### config.mk
export PLATFORM = sky130hd
export DESIGN_NAME = hdlc_fcs_engine
export DESIGN_NICKNAME = d
export VERILOG_FILES = /design/src/rtl/hdlc_fcs_engine.sv
export SDC_FILE = /design/constraint.sdc
export NUM_CORES = 1
export LEC_CHECK = 0
export ABC_AREA = 1
export BUFFER_PORTS_ARGS = -buffer_cell sky130_fd_sc_hd__buf_2
export CORE_UTILIZATION = 35
export DETAILED_ROUTE_END_ITERATION = 8
export PLACE_DENSITY_LB_ADDON = 0.3
export SYNTH_ARGS = -nofsm -noshare
export SYNTH_HDL_FRONTEND = slang
export SYNTH_SLANG_ARGS = --single-unit
### constraint.sdc
create_clock -name clk -period 2.6 [get_ports clk]
set_input_delay 0.39 -clock clk [delete_from_list [all_inputs] [get_ports clk]]
set_output_delay 0.39 -clock clk [all_outputs]
set_load 0.05 [all_outputs]
### src/rtl/hdlc_fcs_engine.sv
module hdlc_fcs_engine (
  input  logic        clk,
  input  logic        rst_n,
  input  logic        cfg_wide,
  input  logic        cfg_zero_seed,
  input  logic        cfg_invert,
  input  logic        sof,
  input  logic        din_valid,
  input  logic [7:0]  din,
  input  logic        emit_req,
  input  logic        out_ready,
  output logic        out_valid,
  output logic [7:0]  out_data,
  output logic        out_last,
  output logic [31:0] crc_value,
  output logic        frame_good
);
  localparam logic [15:0] GEN16 = 16'h1021;
  localparam logic [31:0] GEN32 = 32'h04C1_1DB7;
  localparam logic [15:0] RES16 = 16'h1D0F;
  localparam logic [31:0] RES32 = 32'hC704_DD7B;

  logic [31:0] crc_q;
  logic        wide_q;
  logic [31:0] hold_q;
  logic        hold_wide_q;
  logic [1:0]  left_q;
  logic        busy_q;

  function automatic logic [31:0] absorb(input logic [31:0] c, input logic [7:0] d, input logic w);
    logic [31:0] r;
    logic        fb;
    r = c;
    for (int i = 7; i >= 0; i--) begin
      fb = (w ? r[31] : r[15]) ^ d[i];
      if (w) r = {r[30:0], 1'b0} ^ (fb ? GEN32 : 32'h0);
      else   r = {16'h0, r[14:0], 1'b0} ^ {16'h0, (fb ? GEN16 : 16'h0)};
    end
    return r;
  endfunction

  wire [31:0] seed = cfg_zero_seed ? 32'h0 : (cfg_wide ? 32'hFFFF_FFFF : 32'h0000_FFFF);
  wire [31:0] mask = cfg_invert ? (wide_q ? 32'hFFFF_FFFF : 32'h0000_FFFF) : 32'h0;

  assign crc_value  = crc_q ^ mask;
  assign frame_good = wide_q ? (crc_q == (cfg_invert ? RES32 : 32'h0))
                             : (crc_q[15:0] == (cfg_invert ? RES16 : 16'h0));

  always_ff @(posedge clk or negedge rst_n) begin
    if (!rst_n) begin
      crc_q  <= 32'h0000_FFFF;
      wide_q <= 1'b0;
    end else if (sof) begin
      crc_q  <= seed;
      wide_q <= cfg_wide;
    end else if (din_valid) begin
      crc_q  <= absorb(crc_q, din, wide_q);
    end
  end

  wire beat = busy_q && out_ready;

  always_ff @(posedge clk or negedge rst_n) begin
    if (!rst_n) begin
      busy_q      <= 1'b0;
      hold_q      <= 32'h0;
      hold_wide_q <= 1'b0;
      left_q      <= 2'd0;
    end else if (!busy_q && emit_req) begin
      busy_q      <= 1'b1;
      hold_q      <= crc_value;
      hold_wide_q <= wide_q;
      left_q      <= wide_q ? 2'd3 : 2'd1;
    end else if (beat) begin
      hold_q <= {hold_q[23:0], 8'h0};
      left_q <= left_q - 2'd1;
      if (left_q == 2'd0) busy_q <= 1'b0;
    end
  end

  assign out_valid = busy_q;
  assign out_data  = hold_wide_q ? hold_q[31:24] : hold_q[15:8];
  assign out_last  = busy_q && (left_q == 2'd0);
endmodule

==> flow_metrics.tcl <==
set metrics [dict create \
    max_stage_delay_ns 0.39 \
    cts.sinks 69 \
    die_h_um 120 \
    p_comb_share_pct 51.8 \
    core_mm2 0.0134 \
    reg2regPathDepth 12 \
    insertedDiodeCount 0 \
    critPathTopFamily "simple AND/OR/NAND/NOR gates" \
    crit_top_cell "nand3_1" \
    synth.avg_cell_area_um2 7.58 \
    drv_slew 0 \
    power_density_mw_per_mm2 1060 \
    vias 4735 \
    synth.cell_area_mm2 0.00486 \
    clock_skew_ns 0.00952 \
    die_area_mm2 0.0144 \
    ant_nets 0 \
    finalHoldViolCount 0 \
    cp_slowest_cell "dfrtp_1" \
    critical_path_required_ns 2.21 \
    place_congestion 0.950 \
    netlist_instances 641 \
    min_path_type "primary input to asynchronous set/reset pin" \
    cts_inserted_buffers 9 \
    placed_area_mm2 0.00537 \
    initial_core_util_pct 36.3 \
    ios 60 \
    synth_cell_types 38 \
    slew_headroom_pct 14.1 \
    crit_buf_inv 2 \
    grt_max_degree 31 \
    grt_pass1_wl_um 24700 \
    synthToLayoutAreaGrowth_pct 17.1 \
    tns_ns 0 \
    r2r_start "crc_q[12]$_DFFE_PN1P_" \
    cts_tree "yes" \
    rsz0062_at_grt "no" \
    grt_overflow 0 \
    finalSetupViolCount 0 \
    cp_max_fo 22 \
    die_w_um 120 \
    drv_cap 0 \
    clk_pin_slew_worst_paths_ns 0.06 \
    h-tree-depth 3 \
    r2r_setup_slack_ns 0.21 \
    post-route-period-util_pct 93.2 \
    cts_max_path_buffers 2 \
    power.leakage_uw 0.00276 \
    yosys_warnings 0 \
    p_seq_share_pct 27.8 \
    r2r-end "crc_q[6]$_DFFE_PN1P_" \
    internal_power_uw 3070 \
    root_buffer "clkbuf_16" \
    synth_seq_area_share_pct 36.0 \
    vias_per_cell 5.36 \
    clkPwrFrac_pct 20.3 \
    switchingPower_uw 2980 \
    crit_chain "buf_8 -> nand2_1 -> nor2_1 -> nand3_1 -> nor4_1 -> nand3_1 -> a21oi_2 -> clkbuf_4" \
    worst_setup_path_end_kind "output port" \
    antenna_found_initial 0 \
    drive_above_1_share_pct 21.5 \
    min_period_ns 2.42 \
    drt_iter0_markers 436 \
    worst_pin_slew_ns 1.28 \
    layout.nets 722 \
    design_area_mm2 0.00569 \
    ctsHoldBuffers 0 \
    arrival_ns 2.03 \
    final_core_util_pct 42.5 \
    path_class "flop to output port" \
    num-fill-cells 1412 \
    routedWlPerCell_um 18.0 \
    io_buffers 59 \
    track_usage_pct 22.9 \
    swShare_pct 49.3 \
    first_global_vias 4429 \
    status "finished, final reports clean" \
    critPathLaunchType "flop" \
    synth-seq-cells 69 \
    fmax_mhz 413 \
    drt-total-wl_um 15900 \
    dr.pass1.iters 5 \
    clock_latency_ns 0.34 \
    ir_drop_mv 0.367 \
    syn-num-nets 659 \
    place_hpwl_um 12000 \
    rows 42 \
    drc 0 \
]
==> how the worst max path moves through the flow <==
stage,startpoint,to,slack [ns],depth (start not counted)
2_1_floorplan,cfg_invert,crc_value[29],0.08,4
3_5_place_dp,crc_q[14]$_DFFE_PN1P_,crc_q[12]$_DFFE_PN1P_,0.22,14
3_3_place_gp,cfg_invert,frame_good,0.24,6
5_1_grt,wide_q$_DFFE_PN0P_,frame_good,0.001,8
6_report,wide_q$_DFFE_PN0P_,frame_good,0.18,8
4_1_cts,wide_q$_DFFE_PN0P_,frame_good,0.06,8
==> power by group through the flow <==
stage / clock network (uW) / registers (uW) / logic (uW)
6_report: 1230 / 1690 / 3140
5_1_grt: 1300 / 1720 / 3400
4_1_cts: 1260 / 1680 / 3120
3_5_place_dp: 0 / 1700 / 3110
3_3_place_gp: 0 / 1690 / 3060
2_1_floorplan: 0 / 1620 / 2370
==> stage by stage <==
step | hold WS (ns) | power (uW) | std cells | worst slack (ns)
after global placement | 0.389 | 4750 | 867 | 0.240
final | 0.0315 | 6060 | 884 | 0.176
after floorplan | 0.0944 | 3990 | 641 | 0.0822
after global routing | 0.0658 | 6430 | 884 | 0.00139
after CTS | 0.0449 | 6050 | 882 | 0.0629
after detailed placement | 0.404 | 4800 | 867 | 0.215
==> metal layers <==
metal	vias up	wire, um	GRT usage [%]
li1	2228	-	-
met1	2267	7290	31.0
met2	193	7160	35.5
met3	47	788	3.61
met4	0	654	10.9
met5	-	0	0
==> final cells by class <==
class / instances / area (um2) / share of cell area (%)
clock buffers: 9 / 225 / 3.96
clock inverters: 6 / 63.8 / 1.12
inverters: 87 / 332 / 5.83
multi-input cells: 461 / 2670 / 46.9
flip-flops and latches: 69 / 1750 / 30.7
well taps: 176 / 220 / 3.87
repair buffers: 76 / 433 / 7.61
==> cells by family after synthesis <==
logic type	after synthesis	synth area share, %
and+or+nand+nor	285	27.8
DFF	69	36.0
buffers and inverters	111	9.30
AOI/OAI and AO/OA	105	13.9
xor gates and xnor gates	70	12.8
adders and majority gates	1	0.257
==> what timing repair did <==
action	4_1_cts	5_1_grt
buffers inserted	0	2
gates resized for setup	0	4
hold endpoints to repair	0	0
endpoints found under the setup margin	0	7
==> placed cells by master (no fill, tap or decap), drive strengths merged, types with 5 or more instances in the layout <==
cell    instances
a21oi          22
a22oi          15
buf            75
clkbuf         10
dfrtp          53
dfstp          16
inv            87
nand2         172
nand3          71
nand4           5
nor2           22
nor3            6
o211ai         11
o21ai          30
o221ai         17
o22ai           8
or2             6
xnor2          15
xor2           55
==> synth_stat cells, drive strengths merged <==
| cell type | instances | area (um2) |
|---|---|---|
| clkbuf | 15 | 56.3 |
| o22ai | 8 | 50.1 |
| xor2 | 55 | 489 |
| a22oi | 15 | 113 |
| clkinv | 1 | 3.75 |
| a21oi | 22 | 110 |
| inv | 86 | 328 |
| nor2 | 22 | 85.1 |
| o211ai | 11 | 82.6 |
| nand2 | 172 | 736 |
| o21a | 1 | 7.51 |
| or2 | 6 | 37.5 |
| ha | 1 | 12.5 |
| o32ai | 1 | 8.76 |
| buf | 9 | 63.8 |
| o221ai | 17 | 149 |
| o21ai | 30 | 154 |
| xnor2 | 15 | 131 |
| nand4 | 5 | 31.3 |
| dfstp | 16 | 420 |
| nor4 | 2 | 12.5 |
| nand3 | 71 | 413 |
| nor3 | 6 | 30.0 |
| nand3b | 1 | 7.51 |
| dfrtp | 53 | 1330 |
==> state kept, by name (all words and copies together) (netlist names) <==
name	flops
hold_wide_q	1
wide_q	1
crc_q	32
hold_q	32
left_q	2
out_valid	1
Note: power is estimated with default switching activity, not from simulation.
